`src/rtl/cfg_req_encoder.sv`:
```
module cfg_req_encoder (
  input  logic        clk,
  input  logic        rst_n,
  input  logic        reg_we,
  input  logic [1:0]  reg_sel,
  input  logic [31:0] reg_wdata,
  output logic        req_valid,
  output logic [31:0] req_addr,
  output logic [31:0] req_ctl,
  output logic [31:0] req_wdata,
  output logic        busy,
  output logic        bad_req,
  input  logic        cpl_valid,
  input  logic [31:0] cpl_data,
  input  logic        cpl_err,
  output logic        rsp_valid,
  output logic [31:0] rsp_data,
  output logic        rsp_notfound
);
  localparam logic [1:0] SEL_TGT  = 2'd0;
  localparam logic [1:0] SEL_WDAT = 2'd1;
  localparam logic [1:0] SEL_CMD  = 2'd2;
  localparam logic [3:0] CODE_RD  = 4'hA;
  localparam logic [3:0] CODE_WR  = 4'hB;
  localparam logic [3:0] LANES_NONE = 4'hF;

  logic [23:0] tgt_q;
  logic [31:0] wdat_q;
  logic [1:0]  sh_q;
  logic [31:0] mask_q;
  logic        lcl_q;

  wire [7:0] t_bus = tgt_q[23:16];
  wire [4:0] t_dev = tgt_q[15:11];
  wire [2:0] t_fn  = tgt_q[10:8];
  wire [7:0] t_ofs = tgt_q[7:0];
  wire [7:0] ofs_dw = {t_ofs[7:2], 2'b00};

  wire       c_wr   = reg_wdata[0];
  wire       c_lcl  = reg_wdata[1];
  wire [2:0] c_size = reg_wdata[4:2];

  logic [3:0]  lanes;
  logic [31:0] size_mask;

  always_comb begin
    lanes = LANES_NONE;
    case (c_size)
      3'd1: lanes = ~(4'b0001 << t_ofs[1:0]);
      3'd2: if (!t_ofs[0]) lanes = t_ofs[1] ? 4'h3 : 4'hC;
      3'd4: if (t_ofs[1:0] == 2'd0) lanes = 4'h0;
      default: lanes = LANES_NONE;
    endcase
  end

  always_comb begin
    case (c_size)
      3'd1:    size_mask = 32'h0000_00FF;
      3'd2:    size_mask = 32'h0000_FFFF;
      default: size_mask = 32'hFFFF_FFFF;
    endcase
  end

  wire [31:0] addr_t0 = (32'd1 << t_dev) | {21'd0, t_fn, ofs_dw};
  wire [31:0] addr_t1 = {8'd0, t_bus, t_dev, t_fn, t_ofs[7:2], 2'b01};
  wire [31:0] ctl_lcl = {8'd0, lanes, 3'd0, c_wr, 8'd0, ofs_dw};
  wire [31:0] ctl_rem = {24'd0, lanes, c_wr ? CODE_WR : CODE_RD};

  wire issue_try = reg_we && (reg_sel == SEL_CMD) && !busy;
  wire legal     = (lanes != LANES_NONE);
  wire [31:0] rsp_src = cpl_err ? 32'hFFFF_FFFF : cpl_data;

  always_ff @(posedge clk or negedge rst_n) begin
    if (!rst_n) begin
      tgt_q        <= '0;
      wdat_q       <= '0;
      sh_q         <= '0;
      mask_q       <= '0;
      lcl_q        <= 1'b0;
      req_valid    <= 1'b0;
      req_addr     <= '0;
      req_ctl      <= '0;
      req_wdata    <= '0;
      busy         <= 1'b0;
      bad_req      <= 1'b0;
      rsp_valid    <= 1'b0;
      rsp_data     <= '0;
      rsp_notfound <= 1'b0;
    end else begin
      req_valid <= 1'b0;
      bad_req   <= 1'b0;
      rsp_valid <= 1'b0;
      if (reg_we && reg_sel == SEL_TGT)  tgt_q  <= reg_wdata[23:0];
      if (reg_we && reg_sel == SEL_WDAT) wdat_q <= reg_wdata;
      if (issue_try) begin
        if (legal) begin
          req_valid <= 1'b1;
          busy      <= 1'b1;
          req_addr  <= c_lcl ? {24'd0, ofs_dw} : ((t_bus == 8'd0) ? addr_t0 : addr_t1);
          req_ctl   <= c_lcl ? ctl_lcl : ctl_rem;
          req_wdata <= wdat_q << {t_ofs[1:0], 3'b000};
          sh_q      <= t_ofs[1:0];
          mask_q    <= size_mask;
          lcl_q     <= c_lcl;
        end else begin
          bad_req   <= 1'b1;
        end
      end
      if (busy && cpl_valid) begin
        busy         <= 1'b0;
        rsp_valid    <= 1'b1;
        rsp_data     <= (rsp_src >> {sh_q, 3'b000}) & mask_q;
        rsp_notfound <= cpl_err;
      end
    end
  end

  AST_REQ_PULSE: assert property (@(posedge clk) disable iff (!rst_n)
    req_valid |=> !req_valid);
  AST_REQ_BUSY: assert property (@(posedge clk) disable iff (!rst_n)
    req_valid |-> busy);
  AST_LANES_LEGAL: assert property (@(posedge clk) disable iff (!rst_n)
    req_valid |-> ((lcl_q ? req_ctl[23:20] : req_ctl[7:4]) != 4'hF));
  AST_BAD_NO_ISSUE: assert property (@(posedge clk) disable iff (!rst_n)
    bad_req |-> (!req_valid && !busy));
  AST_RSP_ENDS_BUSY: assert property (@(posedge clk) disable iff (!rst_n)
    rsp_valid |-> (!busy && $past(busy)));
  AST_ERR_ONES: assert property (@(posedge clk) disable iff (!rst_n)
    (rsp_valid && rsp_notfound) |-> (rsp_data == mask_q));
endmodule

```
`config.mk`:
```
export PLATFORM = sky130hd
export DESIGN_NAME = cfg_req_encoder
export DESIGN_NICKNAME = d
export VERILOG_FILES = /design/src/rtl/cfg_req_encoder.sv
export SDC_FILE = /design/constraint.sdc
export NUM_CORES = 1
export LEC_CHECK = 0
export BUFFER_PORTS_ARGS = -buffer_cell sky130_fd_sc_hd__buf_2
export CAP_MARGIN = 20
export CORE_AREA = 2 2 134 123
export CTS_BUF_LIST = sky130_fd_sc_hd__clkbuf_4
export CTS_CLUSTER_DIAMETER = 80
export CTS_CLUSTER_SIZE = 40
export DETAILED_ROUTE_END_ITERATION = 7
export DIE_AREA = 0 0 136 125
export GPL_ROUTABILITY_DRIVEN = 1
export HOLD_SLACK_MARGIN = 0.06
export PLACE_DENSITY_LB_ADDON = 0.15
export REMOVE_ABC_BUFFERS = 1
export SLEW_MARGIN = 20
export SYNTH_ARGS = -nofsm -noshare
export SYNTH_HDL_FRONTEND = slang
export SYNTH_SLANG_ARGS = --single-unit
```
`constraint.sdc`:
```
create_clock -name clk -period 4 [get_ports clk]
set_input_delay 0.4 -clock clk [delete_from_list [all_inputs] [get_ports clk]]
set_output_delay 0.4 -clock clk [all_outputs]
set_load 0.03 [all_outputs]
```
==> results of run 1 <==
[final timing paths]
check | start | end | slack (ns) | cells past startpoint
max | tgt_q[0] | req_wdata[31] | 1.64 | 5
min | reg_wdata[14] | tgt_q[14] | 0.11 | 3
max reg2reg | tgt_q[0] | req_wdata[31] | 1.64 | 5
min reg2reg | rsp_data[5] | rsp_data[5] | 0.49 | 1
max in group asynchronous | rst_n | req_addr[14] | 2.54 | 3
min in group asynchronous | rst_n | rsp_data[5] | 0.49 | 2
[layer usage]
metal / track usage [%] / share of wire (%) / vias to the layer above
met5: 0 / 0 / -
met4: 8.03 / 1.9 / 0
met3: 4.30 / 6.0 / 32
met2: 41.1 / 48 / 239
met1: 37.0 / 44 / 3197
li1: - / - / 2986
[metrics by stage]
step	cells	util [%]	hold WS, ns	power [mW]
after global routing	1151	63.1	0.0731	7.04
after detailed placement	1097	59.4	0.461	5.47
final	1151	63.1	0.107	6.69
after global placement	1097	59.4	0.457	5.38
after floorplan	697	-	0.104	4.57
after CTS	1151	63.1	0.0605	6.72
[logic make-up after synthesis]
| family | share of synthesized area [%] |
|---|---|
| xor gates and xnor gates | 0.207 |
| and+or+nand+nor | 9.01 |
| other | 0.0443 |
| DFF | 51.8 |
| AOI/OAI and AO/OA | 14.8 |
| buffers and inverters | 6.14 |
| muxes | 18.0 |
[layout by cell type (no fill, tap or decap), types with 3 or more instances in the layout]
master         synthesis  routed
buf_2                  5     183
dfrtp_1              175     174
o21ai_0               82      82
mux2_2                68      68
nand2_1               64      64
o21ai_1               37      37
mux2_4                37      37
a211oi_1              24      24
nor2_1                23      23
nor2b_1               22      22
dlygate4sd3_1          0      22
conb_1                 1      19
o31ai_1               18      18
mux2i_1               18      18
clkbuf_4               0      17
a21oi_1               14      14
inv_1                 13      13
nand2b_1              10      10
o22ai_1                9       9
a21o_1                 8       8
buf_4                 20       8
nand3_1                6       6
o21bai_1               6       6
bufinv_16              0       6
clkinv_2               0       5
nor3b_2                2       3
or2_2                  2       3
nand3b_1               3       3
o32ai_1                3       3
nor3_1                 3       3
[worst min-delay path: cells and delay by family]
family / cells / cell delay, ns
buffers and inverters: 1 / 0.11
and+or+nand+nor: 1 / 0.05
AOI/OAI and AO/OA: 1 / 0.06
[layout make-up]
class,instances,area [um^2],share of cell area (%)
well taps,207,259,2.61
flip-flops and latches,175,4380,44.1
inverters,16,67.6,0.680
multi-input cells,506,3630,36.6
clock inverters,15,238,2.39
clock buffers,17,128,1.28
repair buffers,215,1230,12.4
[flip-flops by register name, summed over array words and instances (netlist names)]
signal and count:
req_ctl 13, busy 1, rsp_notfound 1, rsp_data 32, req_valid 1, req_wdata 32, mask_q 3, req_addr 32
bad_req 1, sh_q 2, rsp_valid 1, tgt_q 24, wdat_q 32
[timing repair]
item                                   CTS  global route
setup endpoints to repair                0             0
gates resized for setup                  0             0
hold buffers                            22             0
endpoints found under the hold margin  130             0
[where the power goes]
part	switching [mW]	leakage [nW]	internal, mW
sequential	0.455	2.22	2.31
combinational	1.68	2.34	1.00
clock	0.618	0.192	0.619
total	2.75	4.75	3.94
==> run metrics, run 1 <==
status complete, no violations; maximum fanout along the worst path 42; gpl congestion about 0.90; fin worst setup slack around 1.6 ns; share of cells above drive strength 1 between 30% and 40%; Max Slew Vio Count 0; Via density 5.61; post-route clock period utilization about three fifths; Hold Path Class primary input to flip-flop; RSZ-0062 raised after global routing no; post-synth design cell area between 0.008 and 0.009 mm^2; # fillers 1323; crit path time final about 2.4 ns; Max Cap Viol 0; TritonRoute pass-1 iters 5; Routed WL per cell between 15 and 20 um; Clock Skew around 0.022 ns; delay of the slowest critical-path stage about 0.5 ns; core area around 0.016 mm^2; Seq cells post-synth ~180; Area growth, synth to finish 17.4%; nets about 1000; Vias 6454; Initial Util between 50% and 60%; Die Area ~0.017 mm^2; Post-synth EDFFs 0; CP endpoint kind flip-flop; Final Hold Fails 0; setup_tns 0 ns; leakage 4.75 nW; number of buffers created by CTS 17; pre-CTS setup slack about 1.5 ns; global route total overflow 0; Synth top area share 51.8%; Worst Path Buf+Inv 1; Post-synth top cells 175 x dfrtp_1, 82 x o21ai_0, 68 x mux2_2; # port buffers 184; TritonCTS Sinks between 150 and 200; global-route wire length before repair roughly 35000 um; leading area contributor after synthesis dfrtp_1; main flop type after synthesis dfrtp_1; clk buf depth 2; initial antenna violation count 0; largest net degree at the start of global routing around 110; syn_area_per_cell roughly 11 um^2; Ports ~200; Slowest cell on crit path or2_2; FP Rows 44; Worst EP arrival 2.81 ns; synth top area cells dfrtp_1 52%, mux2_2 9.1%, mux2_4 6.6%, o21ai_0 4.9%, nand2_1 2.8%; setup bufs post-CTS 0; cell family with most CP delay simple AND/OR/NAND/NOR gates; CTS tree built; required time worst endpoint between 4 and 5 ns; n_diodes 0; drt total wl approximately 22000 um; clock latency on the worst-skew pair roughly 0.56 ns; Die Wd 136 um; die span in y roughly 130 um; vias in the first global route between 6000 and 7000; async set-or-reset flop fraction in the synthesized netlist 100%; dpl hpwl about 15000 um; worst slew pin tran 0.965 ns; fmax 424 MHz; CTS HTree Levels 4; cell with the most instances after synthesis dfrtp_1; fin area slightly below 0.01 mm^2; Clk pin slew, worst setup/hold paths about 0.15 ns; DRT antenna net count 0; global-route usage over all layers between 20% and 30%; count of final setup violators 0; drt initial violations 559; worst vdd ir between 0.3 and 0.4 mV; placed cell area 0.00935 mm^2; drt drc 0; Synth cell types 53; Power Density 673 mW/mm^2; crit path launch type flip-flop; Yosys warnings 0; Rel. slew slack 35.7%; Cells after Synth 754; crit-path cells nor4b_2 > a211oi_4 > or2_2 > inv_8 > mux2_1; Setup Crit Path Kind flip-flop to flip-flop; clk root buf clkbuf_4; sequential area share after synthesis approximately 52%
Note: power is estimated with default switching activity, not from simulation.
==> run 2: changes to the inputs <==
--- a/config.mk
+++ b/config.mk
@@ -7,12 +7,12 @@
 export LEC_CHECK = 0
 export BUFFER_PORTS_ARGS = -buffer_cell sky130_fd_sc_hd__buf_2
 export CAP_MARGIN = 20
-export CORE_AREA = 2 2 134 123
+export CORE_AREA = 2 2 141 129
 export CTS_BUF_LIST = sky130_fd_sc_hd__clkbuf_4
 export CTS_CLUSTER_DIAMETER = 80
 export CTS_CLUSTER_SIZE = 40
 export DETAILED_ROUTE_END_ITERATION = 7
-export DIE_AREA = 0 0 136 125
+export DIE_AREA = 0 0 143 131
 export GPL_ROUTABILITY_DRIVEN = 1
 export HOLD_SLACK_MARGIN = 0.06
 export PLACE_DENSITY_LB_ADDON = 0.15
==> constraint.sdc (replaced) <==
create_clock -name clk -period 1.95 [get_ports clk]
set_input_delay 0.195 -clock clk [delete_from_list [all_inputs] [get_ports clk]]
set_output_delay 0.195 -clock clk [all_outputs]
set_load 0.03 [all_outputs]
==> run metrics, run 2 (same netlist as run 1, synthesis figures left out) <==
share of cells above drive strength 1 between 30 and 40%; fmax 558 MHz; delay of the slowest critical-path stage 0.46 ns; Die Area roughly 0.019 mm^2; crit path time final between 1.5 and 2 ns; Clock Skew between 0.02 and 0.025 ns; crit path launch type flip-flop; Switching Fraction 42.5%; # port buffers about 180; setup_tns 0 ns; combinational share of power 43.3%; TritonCTS Sinks 175; status complete, no violations; Final Hold Fails 0; worst vdd ir 0.885 mV; register share of total power between 40 and 50%; CTS HTree Levels 4; drt initial violations around 390; largest net degree at the start of global routing just under 50; worst hold slack around 0.10 ns; setup bufs post-CTS 0; core area approximately 0.017 mm^2; Clk pin slew, worst setup/hold paths roughly 0.15 ns; gpl congestion a little under 0.9; Rel. slew slack around 54%; initial antenna violation count 1; FP Rows 46; Util after Layout 60.4%; CTS tree built; leakage between 4 and 5 nW; Power Density roughly 1300 mW/mm^2; most frequent cells in the layout 183 x buf_2, 175 x dfrtp_1, 82 x o21ai_0; RSZ-0062 raised after global routing no; FF-to-FF Start tgt_q[0]; maximum fanout along the worst path 13; # fillers about 1500; Clock power frac between 10% and 20%; Slowest cell on crit path dfrtp_1; clk root buf clkbuf_4; Initial Util between 40% and 50%; post-route clock period utilization 91.9%; Via density 5.32; nets between 1000 and 1500; Hold Path Class primary input to async pin; most common cell after layout, fill and taps aside buf_2; required time worst endpoint approximately 2.4 ns; crit-path cells nor4b_4 > a211oi_4 > or2_4 > inv_8 > buf_12 > mux2_1; die span in y between 100 and 150 um; Ports between 200 and 250; dpl hpwl around 15000 um; Max Slew Vio Count 0; global route total overflow 0; Area growth, synth to finish 23.7%; CP endpoint kind flip-flop; Vias 6582; TritonRoute pass-1 iters 5; count of final setup violators 0; cell family with most CP delay simple AND/OR/NAND/NOR gates; Worst Path Buf+Inv 2; Worst EP arrival between 2 and 2.5 ns; worst slew pin tran roughly 0.68 ns; global-route usage over all layers 24.2%; drt drc 0; global-route wire length before repair 34800 um; Max Cap Viol 0; Psw around 5.7 mW; vias in the first global route 6279; Int Pwr a little under 8 mW; CP startpoint tgt_q[0]; Die Wd about 140 um; Setup Crit Path Kind flip-flop to flip-flop; drt total wl between 20000 and 25000 um; number of buffers created by CTS 17; clock latency on the worst-skew pair approximately 0.6 ns; clk buf depth 2; Routed WL per cell 18.0 um; DRT antenna net count 0
run 2: changes by cell type in the layout (fill, tap and decap cells not counted), moves of 4 or more:
cell	before	now
bufinv_16	6	2
buf_4	8	28
buf_12	1	7
dlygate4sd3_1	22	48
clkinv_2	5	1
clkinv_4	0	4
run 2: path summary, 6_finish.rpt:
check                                      to  slack, ns  cells after the start
worst max-delay path            req_wdata[31]       0.16                      6
worst min-delay path               req_ctl[6]       0.10                      2
worst max register to register  req_wdata[31]       0.16                      6
worst min register to register   rsp_data[19]       0.49                      2
max in group asynchronous          wdat_q[29]       1.16                      3
min in group clk                     tgt_q[2]       0.11                      3
run 2: metal layers:
layer	vias up	wire [um]	global-route usage [%]	share of wire, %
met5	-	0	0	0
met4	0	327	6.58	1.5
met2	206	10300	37.8	46
met3	25	1010	4.70	4.5
li1	3091	-	-	-
met1	3260	10600	34.8	48
run 2: power by group through the flow:
stage | combinational (mW) | clock, mW | sequential (mW)
2_1_floorplan | 2.03 | 0 | 7.34
3_3_place_gp | 5.68 | 0 | 5.55
3_5_place_dp | 5.76 | 0 | 5.54
4_1_cts | 5.84 | 2.18 | 5.48
5_1_grt | 6.26 | 2.31 | 5.65
6_report | 5.82 | 2.13 | 5.49
run 2: cell type report:
type / count / area, um^2 / share of cell area (%)
Antenna cell: 1 / 2.50 / 0.0239
Clock buffer: 17 / 128 / 1.22
Clock inverter: 15 / 161 / 1.54
Inverter: 16 / 67.6 / 0.646
Multi-Input combinational cell: 506 / 3660 / 35.0
Sequential cell: 175 / 4380 / 41.9
Tap cell: 240 / 300 / 2.87
Timing Repair Buffer: 267 / 1760 / 16.8
run 2: what timing repair did:
action	CTS	global route
resized for setup	1	3
endpoints found under the hold margin	253	0
pin swaps	0	1
cloned	0	0
hold buffers	48	0
setup endpoints to repair	12	44
run 2: metrics by stage:
stage	std cells	total power, mW	setup slack, ns	cell area [um^2]
2_1_floorplan	697	9.37	-1.90	8070
5_1_grt	1237	14.2	0.0639	10500
4_1_cts	1236	13.5	0.00721	10400
3_3_place_gp	1156	11.2	0.0285	9660
6_report	1237	13.4	0.157	10500
3_5_place_dp	1156	11.3	-0.00279	9660
==> run 3: changes to the inputs <==
--- a/config.mk
+++ b/config.mk
@@ -16,8 +16,8 @@
 export GPL_ROUTABILITY_DRIVEN = 1
 export HOLD_SLACK_MARGIN = 0.06
 export PLACE_DENSITY_LB_ADDON = 0.15
+export RECOVER_POWER = 50
 export REMOVE_ABC_BUFFERS = 1
-export SLEW_MARGIN = 20
 export SYNTH_ARGS = -nofsm -noshare
 export SYNTH_HDL_FRONTEND = slang
 export SYNTH_SLANG_ARGS = --single-unit
==> run metrics, run 3 (same netlist as run 1, synthesis figures left out) <==
largest net degree at the start of global routing 49; Die Wd between 100 and 150 um; fin area roughly 0.010 mm^2; CTS tree built; CTS HTree Levels 4; crit path launch type flip-flop; TritonCTS Sinks roughly 180; gpl congestion roughly 0.87; Worst Path Buf+Inv 2; clk root buf clkbuf_4; global-route usage over all layers about a quarter; Initial Util approximately half; clk buf depth 2; most frequent cells in the layout 182 x buf_2, 175 x dfrtp_1, 82 x o21ai_0; drt drc 0; Routed WL per cell 17.9 um; leakage around 5 nW; worst slew pin tran between 1 and 1.5 ns; global route total overflow 0; global-route wire length before repair approximately 35000 um; TritonRoute pass-1 iters 5; fmax ~560 MHz; Clock power frac between 15 and 20%; count of final setup violators 0; placed cell area ~0.0097 mm^2; Rel. slew slack 7.60%; maximum fanout along the worst path 13; Slowest cell on crit path dfrtp_1; Psw 5.71 mW; number of buffers created by CTS 17; DRT antenna net count 0; fin worst setup slack roughly 0.16 ns; met1 Usage GRT 34.8%; GR Layer Usage met3 ~4.7%; Die Area approximately 0.019 mm^2; CP endpoint kind flip-flop; Power Density 1290 mW/mm^2; crit-path cells nor3b_4 > a211oi_4 > or2_4 > inv_8 > buf_12 > mux2_1; RSZ-0062 raised after global routing no; Setup Crit Path Kind flip-flop to flip-flop; Via density 5.31; setup bufs post-CTS 0; pre-CTS setup slack -0.00279 ns; dpl cells ~1200; Hold Path Class primary input to flip-flop; status complete, no violations; setup_tns 0 ns; Max Slew Vio Count 0; post-route clock period utilization approximately 92%; Clock Skew just under 0.02 ns; register share of total power 40.9%; Worst EP arrival between 2 and 2.5 ns; vias in the first global route 6279; met2 Use GR 37.8%; Int Pwr approximately 7.7 mW; multi-input logic area between 0.003 and 0.004 mm^2; cell family with most CP delay simple AND/OR/NAND/NOR gates; crit path time final approximately 1.8 ns; dpl hpwl roughly 15000 um; Clk pin slew, worst setup/hold paths 0.14 ns; nets 1054; core area between 0.015 and 0.02 mm^2; drt initial violations 400; Final Hold Fails 0; combinational share of power around 43%; Vias 6564; # port buffers 184; FP Rows 46; worst vdd ir just under 0.9 mV; # fillers between 1000 and 1500; GRT Max-Usage Layer met2; drt total wl ~22000 um; Ports 204; delay of the slowest critical-path stage roughly 0.44 ns; share of cells above drive strength 1 between 30% and 40%; most common cell after layout, fill and taps aside buf_2; required time worst endpoint roughly 2.4 ns; Area growth, synth to finish 23.3%; die span in y 131 um; clock latency on the worst-skew pair slightly below 0.6 ns; initial antenna violation count 1; fin cells between 1000 and 1500; Switching Fraction 42.5%; Reg area between 0.004 and 0.005 mm^2; Max Cap Viol 0
[run 3: cell types whose count changed in the layout (fill, tap and decap cells not counted), sizes merged]
cell	change
clkbuf	+8
buf	-8
[run 3: final timing paths]
path / from / slack (ns) / end / depth (start not counted)
max: tgt_q[1] / 0.16 / req_wdata[31] / 6
min reg2reg: rsp_data[19] / 0.49 / rsp_data[19] / 2
max in group asynchronous: rst_n / 0.32 / wdat_q[1] / 3
max reg2reg: tgt_q[1] / 0.16 / req_wdata[31] / 6
min: reg_wdata[2] / 0.11 / tgt_q[2] / 3
min in group asynchronous: rst_n / 0.42 / req_ctl[6] / 2
[run 3: worst reg2reg max path: cells and delay by family (launching register included)]
family,cells,cell delay (ns)
AO/OA/AOI/OAI,1,0.10
buffers and inverters,2,0.27
flip-flops,1,0.44
multiplexers,1,0.33
AND/OR/NAND/NOR,2,0.57
[run 3: area by class of cell]
cell class | count | area share [%]
Clock inverter | 15 | 1.55
Tap cell | 240 | 2.88
Multi-Input combinational cell | 506 | 35.1
Timing Repair Buffer | 267 | 16.6
Clock buffer | 17 | 1.22
Antenna cell | 1 | 0.0240
Inverter | 16 | 0.648
Sequential cell | 175 | 42.0
[run 3: power by group through the flow]
| stage | Clock (mW) | Sequential [mW] | Combinational (mW) |
|---|---|---|---|
| 2_1_floorplan | 0 | 7.34 | 2.03 |
| 5_1_grt | 2.31 | 5.65 | 6.25 |
| 3_3_place_gp | 0 | 5.55 | 5.68 |
| 4_1_cts | 2.18 | 5.48 | 5.84 |
| 3_5_place_dp | 0 | 5.54 | 5.76 |
| 6_report | 2.13 | 5.49 | 5.81 |
[run 3: through the flow]
step	util (%)	hold slack [ns]	power (mW)
global route	60.2	0.0697	14.2
CTS	60.3	0.0617	13.5
global placement	55.8	0.184	11.2
detailed placement	55.8	0.176	11.3
floorplan	-	-0.101	9.37
finish	60.2	0.111	13.4
[run 3: routing by layer]
metal | share of wire [%] | vias up
li1 | - | 3091
met1 | 47 | 3246
met2 | 47 | 200
met3 | 4.5 | 27
met4 | 1.6 | 0
met5 | 0 | -
[run 3: what timing repair did]
| action | 4_1_cts | 5_1_grt |
|---|---|---|
| hold buffers | 48 | 0 |
| resized for setup | 1 | 3 |
| pin swaps | 0 | 1 |
| setup endpoints to repair | 12 | 44 |
| endpoints found under the hold margin | 253 | 0 |
